==> src/rtl/sio_pkg.sv <==
package sio_pkg;
   localparam logic [2:0] A_DATA = 3'd0;
   localparam logic [2:0] A_IEN  = 3'd1;
   localparam logic [2:0] A_IID  = 3'd2;
   localparam logic [2:0] A_LCTL = 3'd3;
   localparam logic [2:0] A_MCTL = 3'd4;
   localparam logic [2:0] A_LSTA = 3'd5;
   localparam logic [2:0] A_MSTA = 3'd6;
   localparam logic [2:0] A_SCR  = 3'd7;

   localparam logic [7:0] ID_NONE = 8'h01;
   localparam logic [7:0] ID_TX   = 8'h02;
   localparam logic [7:0] ID_RX   = 8'h04;

   localparam int LC_DLAB  = 7;
   localparam int MC_LOOP  = 4;
   localparam int IE_RX    = 0;
   localparam int IE_TX    = 1;
endpackage

==> src/rtl/sio_divlatch.sv <==
module sio_divlatch #(
   parameter int DIV_BYTES = 2
) (
   input  logic                   clk,
   input  logic                   rst_n,
   input  logic                   wr_lo,
   input  logic                   wr_hi,
   input  logic [7:0]             wdata,
   output logic [7:0]             div_lo,
   output logic [7:0]             div_hi,
   output logic [8*DIV_BYTES-1:0] div_val
);
   localparam int DIV_W = 8 * DIV_BYTES;

   logic [7:0] lo_q;

   always_ff @(posedge clk or negedge rst_n) begin
      if (!rst_n)     lo_q <= '0;
      else if (wr_lo) lo_q <= wdata;
   end
   assign div_lo = lo_q;

   generate
      if (DIV_BYTES == 2) begin : g_two
         logic [7:0] hi_q;
         always_ff @(posedge clk or negedge rst_n) begin
            if (!rst_n)     hi_q <= '0;
            else if (wr_hi) hi_q <= wdata;
         end
         assign div_hi  = hi_q;
         assign div_val = {hi_q, lo_q};
      end else begin : g_one
         logic unused_hi;
         assign unused_hi = wr_hi;
         assign div_hi  = 8'h00;
         assign div_val = DIV_W'(lo_q);
      end
   endgenerate
endmodule

==> src/rtl/sio_irq_eval.sv <==
module sio_irq_eval
   import sio_pkg::*;
(
   input  logic       clk,
   input  logic       rst_n,
   input  logic       set_tx,
   input  logic       set_ien,
   input  logic       thre_nx,
   input  logic       clr_rd,
   input  logic       dr_nx,
   input  logic       rx_en_nx,
   input  logic       tx_en_nx,
   output logic [7:0] id_q,
   output logic       irq_q
);
   logic       pend_q, pend_n;
   logic [7:0] id_n;

   always_comb begin
      pend_n = pend_q;
      if (clr_rd && id_q[2:0] == ID_TX[2:0]) pend_n = 1'b0;
      if (set_tx)                            pend_n = 1'b1;
      if (set_ien && thre_nx)                pend_n = 1'b1;
   end

   always_comb begin
      if (dr_nx && rx_en_nx)        id_n = ID_RX;
      else if (pend_n && tx_en_nx)  id_n = ID_TX;
      else                          id_n = ID_NONE;
   end

   always_ff @(posedge clk or negedge rst_n) begin
      if (!rst_n) begin
         pend_q <= 1'b0;
         id_q   <= ID_NONE;
         irq_q  <= 1'b0;
      end else begin
         pend_q <= pend_n;
         id_q   <= id_n;
         irq_q  <= (id_n != ID_NONE);
      end
   end

   AST_IRQ_MATCH: assert property (@(posedge clk) disable iff (!rst_n)
      irq_q == (id_q != ID_NONE));
   AST_ID_LEGAL: assert property (@(posedge clk) disable iff (!rst_n)
      $onehot0(id_q) && id_q != 8'h00 && id_q[7:3] == 5'b0);
   AST_RD_CLEARS_TX: assert property (@(posedge clk) disable iff (!rst_n)
      (clr_rd && id_q == ID_TX && !set_tx && !set_ien) |=> id_q != ID_TX);
endmodule

==> src/rtl/sio_modem_view.sv <==
module sio_modem_view #(
   parameter int  MCR_BITS = 5,
   parameter bit  LOOP_EN  = 1'b1
) (
   input  logic [MCR_BITS-1:0] mctl,
   input  logic [7:0]          msta,
   output logic [7:0]          view
);
   generate
      if (LOOP_EN) begin : g_loop
         always_comb begin
            view = msta;
            if (mctl[sio_pkg::MC_LOOP]) begin
               view      = 8'h00;
               view[7:6] = mctl[3:2];
               view[4]   = mctl[1];
               view[5]   = mctl[0];
            end
         end
      end else begin : g_plain
         logic [MCR_BITS-1:0] unused_mctl;
         assign unused_mctl = mctl;
         assign view = msta;
      end
   endgenerate
endmodule

==> src/rtl/sio_regbank.sv <==
module sio_regbank
   import sio_pkg::*;
#(
   parameter int DIV_BYTES = 2,
   parameter int IER_BITS  = 4,
   parameter int MCR_BITS  = 5,
   parameter bit LOOP_EN   = 1'b1
) (
   input  logic        clk,
   input  logic        rst_n,
   input  logic        bus_sel,
   input  logic        bus_wr,
   input  logic [2:0]  bus_addr,
   input  logic [7:0]  bus_wdata,
   output logic [7:0]  bus_rdata,
   input  logic        rx_valid,
   input  logic [7:0]  rx_byte,
   input  logic        rx_break,
   output logic        rx_ready,
   output logic        tx_valid,
   output logic [7:0]  tx_byte,
   output logic [15:0] cfg_divisor,
   output logic [7:0]  cfg_line,
   output logic [7:0]  irq_id,
   output logic        irq
);
   localparam int DIV_W = 8 * DIV_BYTES;

   generate
      if (DIV_BYTES < 1 || DIV_BYTES > 2) begin : g_bad_div
         $error("DIV_BYTES must be 1 or 2");
      end
      if (IER_BITS < 2 || IER_BITS > 8) begin : g_bad_ier
         $error("IER_BITS must be 2..8");
      end
      if (MCR_BITS < 5 || MCR_BITS > 8) begin : g_bad_mcr
         $error("MCR_BITS must be 5..8");
      end
   endgenerate

   logic [7:0]          lctl_q, msta_q, scr_q, rbr_q, rbr_n;
   logic [IER_BITS-1:0] ien_q, ien_n;
   logic [MCR_BITS-1:0] mctl_q;
   logic                dr_q, dr_n, bi_q, bi_n, thre_q, temt_q;
   logic                tx_v_q;
   logic [7:0]          tx_b_q;
   logic [7:0]          lsta, msta_view, div_lo, div_hi;
   logic [DIV_W-1:0]    div_val;

   logic dlab, rd, wr;
   logic wr_thr, wr_dll, wr_dlh, wr_ien, wr_lctl, wr_mctl, wr_msta, wr_scr;
   logic rd_rbr, rd_iid, rx_take;

   assign dlab = lctl_q[LC_DLAB];
   assign rd   = bus_sel & ~bus_wr;
   assign wr   = bus_sel &  bus_wr;

   assign wr_thr  = wr && bus_addr == A_DATA && !dlab;
   assign wr_dll  = wr && bus_addr == A_DATA &&  dlab;
   assign wr_ien  = wr && bus_addr == A_IEN  && !dlab;
   assign wr_dlh  = wr && bus_addr == A_IEN  &&  dlab;
   assign wr_lctl = wr && bus_addr == A_LCTL;
   assign wr_mctl = wr && bus_addr == A_MCTL;
   assign wr_msta = wr && bus_addr == A_MSTA;
   assign wr_scr  = wr && bus_addr == A_SCR;
   assign rd_rbr  = rd && bus_addr == A_DATA && !dlab;
   assign rd_iid  = rd && bus_addr == A_IID;
   assign rx_take = rx_valid && !dr_q;

   // receive side next state: break beats a byte, both beat a read clear
   always_comb begin
      rbr_n = rbr_q;
      dr_n  = dr_q;
      bi_n  = bi_q;
      if (rd_rbr) begin
         dr_n = 1'b0;
         bi_n = 1'b0;
      end
      if (rx_take) begin
         rbr_n = rx_byte;
         dr_n  = 1'b1;
      end
      if (rx_break) begin
         rbr_n = 8'h00;
         dr_n  = 1'b1;
         bi_n  = 1'b1;
      end
   end

   assign ien_n = wr_ien ? bus_wdata[IER_BITS-1:0] : ien_q;

   always_ff @(posedge clk or negedge rst_n) begin
      if (!rst_n) begin
         lctl_q <= '0;
         msta_q <= '0;
         scr_q  <= '0;
         rbr_q  <= '0;
         ien_q  <= '0;
         mctl_q <= '0;
         dr_q   <= 1'b0;
         bi_q   <= 1'b0;
         thre_q <= 1'b1;
         temt_q <= 1'b1;
         tx_v_q <= 1'b0;
         tx_b_q <= '0;
      end else begin
         rbr_q  <= rbr_n;
         dr_q   <= dr_n;
         bi_q   <= bi_n;
         ien_q  <= ien_n;
         thre_q <= thre_q | wr_thr;
         temt_q <= temt_q | wr_thr;
         tx_v_q <= wr_thr;
         if (wr_thr)  tx_b_q <= bus_wdata;
         if (wr_lctl) lctl_q <= bus_wdata;
         if (wr_mctl) mctl_q <= bus_wdata[MCR_BITS-1:0];
         if (wr_msta) msta_q <= bus_wdata;
         if (wr_scr)  scr_q  <= bus_wdata;
      end
   end

   sio_divlatch #(.DIV_BYTES(DIV_BYTES)) u_div (
      .clk     (clk),
      .rst_n   (rst_n),
      .wr_lo   (wr_dll),
      .wr_hi   (wr_dlh),
      .wdata   (bus_wdata),
      .div_lo  (div_lo),
      .div_hi  (div_hi),
      .div_val (div_val)
   );

   sio_irq_eval u_irq (
      .clk      (clk),
      .rst_n    (rst_n),
      .set_tx   (wr_thr),
      .set_ien  (wr_ien),
      .thre_nx  (thre_q | wr_thr),
      .clr_rd   (rd_iid),
      .dr_nx    (dr_n),
      .rx_en_nx (ien_n[IE_RX]),
      .tx_en_nx (ien_n[IE_TX]),
      .id_q     (irq_id),
      .irq_q    (irq)
   );

   sio_modem_view #(.MCR_BITS(MCR_BITS), .LOOP_EN(LOOP_EN)) u_mview (
      .mctl (mctl_q),
      .msta (msta_q),
      .view (msta_view)
   );

   assign lsta = {1'b0, temt_q, thre_q, bi_q, 3'b000, dr_q};

   always_comb begin
      case (bus_addr)
         A_DATA:  bus_rdata = dlab ? div_lo : rbr_q;
         A_IEN:   bus_rdata = dlab ? div_hi : 8'(ien_q);
         A_IID:   bus_rdata = irq_id;
         A_LCTL:  bus_rdata = lctl_q;
         A_MCTL:  bus_rdata = 8'(mctl_q);
         A_LSTA:  bus_rdata = lsta;
         A_MSTA:  bus_rdata = msta_view;
         default: bus_rdata = scr_q;
      endcase
   end

   assign rx_ready    = ~dr_q;
   assign tx_valid    = tx_v_q;
   assign tx_byte     = tx_b_q;
   assign cfg_divisor = 16'(div_val);
   assign cfg_line    = lctl_q;

   AST_RX_PRIORITY: assert property (@(posedge clk) disable iff (!rst_n)
      (dr_q && ien_q[IE_RX]) |-> irq_id == ID_RX);
   AST_EMPTY_BITS: assert property (@(posedge clk) disable iff (!rst_n)
      wr_thr |=> (tx_valid && lsta[6:5] == 2'b11));
   AST_RX_BLOCKED: assert property (@(posedge clk) disable iff (!rst_n)
      (rx_valid && !rx_ready && !rx_break) |=> $stable(rbr_q));
   AST_READ_CLEARS_DR: assert property (@(posedge clk) disable iff (!rst_n)
      (rd_rbr && !rx_take && !rx_break) |=> !dr_q && !bi_q);
   AST_BREAK_LOAD: assert property (@(posedge clk) disable iff (!rst_n)
      rx_break |=> (rbr_q == 8'h00 && bi_q && dr_q));
endmodule

==> config.mk <==
export PLATFORM = sky130hd
export DESIGN_NAME = sio_regbank
export DESIGN_NICKNAME = d
export VERILOG_FILES = /design/src/rtl/sio_pkg.sv /design/src/rtl/sio_divlatch.sv /design/src/rtl/sio_irq_eval.sv /design/src/rtl/sio_modem_view.sv /design/src/rtl/sio_regbank.sv
export SDC_FILE = /design/constraint.sdc
export NUM_CORES = 1
export LEC_CHECK = 0
export BUFFER_PORTS_ARGS = -buffer_cell sky130_fd_sc_hd__buf_4
export CAP_MARGIN = 20
export CORE_MARGIN = 2
export CORE_UTILIZATION = 30
export CTS_CLUSTER_DIAMETER = 60
export DETAILED_ROUTE_END_ITERATION = 12
export GPL_TIMING_DRIVEN = 0
export SLEW_MARGIN = 10
export SYNTH_ARGS = -nofsm -noshare
export SYNTH_HDL_FRONTEND = slang
export SYNTH_HIERARCHICAL = 1
export SYNTH_SLANG_ARGS = --single-unit
==> constraint.sdc <==
create_clock -name clk -period 3 [get_ports clk]
set_input_delay 0.15 -clock clk [delete_from_list [all_inputs] [get_ports clk]]
set_output_delay 0.15 -clock clk [all_outputs]
set_load 0.03 [all_outputs]
==> qor.yml <==
avgSynthCellArea_um2: 12.1
rows: 41
first_pass_iters: 4
path_cells: "buf_2 -> buf_2 -> mux2i_1 -> o21ai_0 -> o32a_1 -> buf_4"
cts_buffers: 9
dp_hpwl_um: 7470
synth_area_leaders: "dfrtp_1 46%, mux2_2 11%, mux2_4 10%, buf_4 4.2%, a21oi_1 2.6%"
worst_hold_slack_ns: -0.0275
rsz0062_at_grt: "no"
power.density_mw_per_mm2: 715
gr-usage-all-layers_pct: 15.5
yosysTopAreaCell: "dfrtp_1"
synth_edf_count: 0
hp-class: "primary input to async pin"
synth_cell_types: 51
gp_congestion: 0.840
clk_latency_ns: 0.33
fill_cells: 1271
relSlewSlack_pct: 35.1
antenna_found_initial: 0
setup_violations: 0
post_cts_buffers: 0
finalSetupTns_ns: 0
cap_violations: 0
initial_core_util_pct: 30.8
cp-start-kind: "register"
coreArea_mm2: 0.0126
clock_path_buffers: 2
cts_tree: "built"
drc: 0
grt_max_degree: 76
wl_per_cell_um: 18.1
clkSlewWorstSetupHoldPaths_ns: 0.06
syn2layout_area_growth_pct: 26.4
dp.cells: 566
ios: 76
skew_ns: 0.00477
yosys_most_used_dff: "dfrtp_1"
ys_ff_latch: 75
die_h_um: 118
ys_seq_area_share_pct: 48.3
fmax_mhz: 420
critPathTopFamily: "buffers and inverters"
violations: "hold timing"
fin_nets: 430
vias: 2746
diodes: 0
io_buffers: 69
cp_slowest_stage_delay_ns: 0.37
irDropWorstVdd_mv: 0.298
final-max-slew-violation-count: 0
timing.final.crit_share_pct: 79.4
cts_resized: 0
overflow: 0
synth_cells: 321
crit_arrival_ns: 2.23
switching_share_pct: 31.4
final_cell_area_mm2: 0.00492
drt-vias-per-instance: 4.72
critPathKind: "register to output pin"
p_int_uw: 2410
multi_input_area_mm2: 0.00174
status: "complete, but fails checks"
dieArea_mm2: 0.0139
p_clk_share_pct: 29.5
wl_um: 10600
finalPower_uw: 3520
grt_pass1_wl_um: 16400
crit_path_top_delay_cell: "buf_2"
power_frac_comb_pct: 31.8
power_leakage_uw: 0.00229
drt_iter0_markers: 235
yosysTopAreaCellShare_pct: 46.3
clock-sinks: 75
postPlaceCellArea_mm2: 0.00464
fin_crit_ns: 2.38
yosysWarnings: 6
seqPwrFrac_pct: 38.7
ant_nets: 0
switching_power_uw: 1110
netlist_area_mm2: 0.00389
crit_required_ns: 2.85
crit_top_cell: "buf_2"
drive_above_1_share_pct: 47.8
htree_levels: 3
async_reset_ff_share_pct: 100
root_buffer: "clkbuf_16"
ctsHoldBuffers: 0
end_kind: "output pin"
crit_fanout: 10
tightest_slew_ns: 0.973
fin_cells: 582
grt_pass1_vias: 2864
dieWidth_um: 118
seqCellArea_mm2: 0.00188
hold_violations: 36
crit_buf_inv: 3
routing by layer:
layer	wire, um	GRT usage (%)	vias up
met1	4770	21.4	1358
met2	5070	24.1	95
li1	-	-	1287
met5	0	0	-
met3	655	3.68	6
met4	60	4.82	0
cell families after synthesis:
family / count (synthesis) / share of synthesized area [%]
compound gates: 49 / 8.07
buf+inv: 43 / 7.26
flops: 75 / 48.3
mux: 76 / 24.9
other cells: 1 / 0.0963
simple gates: 77 / 11.3
Yosys cell counts (3+ instances only):
library cell   n
o21ai_0        9
and2b_2        4
dfstp_2        3
nand3_1        5
nor2_1        13
mux2_4        27
dfrtp_1       72
nand2b_1       6
o32a_1         4
buf_6          4
nand2_1       26
a21oi_1       20
buf_4         22
nand3b_1       3
buf_2          7
mux2i_1        8
mux2_2        39
inv_1          6
per-stage QoR:
stage	setup slack (ns)	util [%]
after global placement	0.903	36.8
final	0.617	39.0
after global routing	0.557	39.0
after CTS	0.640	39.0
after floorplan	0.824	-
after detailed placement	0.925	36.8
worst reg2reg max path, cell delays in order (launching register included):
cell,delay (ns)
dfrtp_1,0.38
buf_2,0.23
buf_2,0.28
nor3_4,0.37
mux2_2,0.39
and2_1,0.17
a21o_1,0.16
flip-flops by register name, indices dropped and copies added (netlist names):
signal,count
rbr_q,8
scr_q,8
bi_q,1
u_irq/id_q,3
msta_q,8
u_div/div_lo,8
u_irq/pend_q,1
temt_q,1
dr_q,1
u_div/div_hi,8
tx_valid,1
cfg_line,8
mctl_q,5
u_irq/irq_q,1
thre_q,1
ien_q,4
tx_byte,8
power by group through the flow:
stage               Combinational [uW]  Clock, uW  Sequential [uW]
finish                            1120       1040             1360
global route                      1180       1110             1390
CTS                               1120       1070             1360
detailed placement                1120          0             1380
global placement                  1110          0             1370
floorplan                          640          0             1470
final timing paths:
path | start | endpoint | slack (ns) | cells after the start
worst min-delay path | rst_n | tx_byte[6] | -0.03 | 1
worst max-delay path | cfg_line[7] | bus_rdata[0] | 0.62 | 6
max in group asynchronous | rst_n | ien_q[3] | 2.39 | 1
worst max register to register | cfg_line[7] | u_irq/irq_q | 0.92 | 6
min in group clk | rx_byte[2] | rbr_q[2] | 0.06 | 3
worst min register to register | bi_q | bi_q | 0.49 | 1
layout make-up:
| class | count | share of cell area [%] |
|---|---|---|
| plain buffers | 37 | 5.29 |
| clock buffers | 13 | 4.88 |
| clock inverters | 3 | 0.814 |
| inverters | 6 | 0.458 |
| multi-input cells | 207 | 35.4 |
| flip-flops and latches | 75 | 38.2 |
| well taps | 172 | 4.37 |
| repair buffers | 69 | 10.5 |
cells in the final DEF, fill, tap and decap left out, types with 2 or more instances in the layout:
cell type,count
a21o_1,2
a21oi_1,20
a31oi_1,2
and2b_1,2
and2b_2,4
buf_1,2
buf_2,7
buf_4,91
buf_6,4
clkbuf_1,6
clkbuf_16,9
clkinv_2,2
conb_1,5
dfrtp_1,72
dfstp_2,3
inv_1,6
mux2_2,39
mux2_4,27
mux2i_1,8
mux4_2,2
nand2_1,26
nand2b_1,6
nand3_1,5
nand3b_1,3
nor2_1,13
nor2b_1,2
nor3_4,2
o21ai_0,9
o22a_1,2
o32a_1,4
o32ai_1,2
No activity file was read; power rests on OpenSTA's default activity.
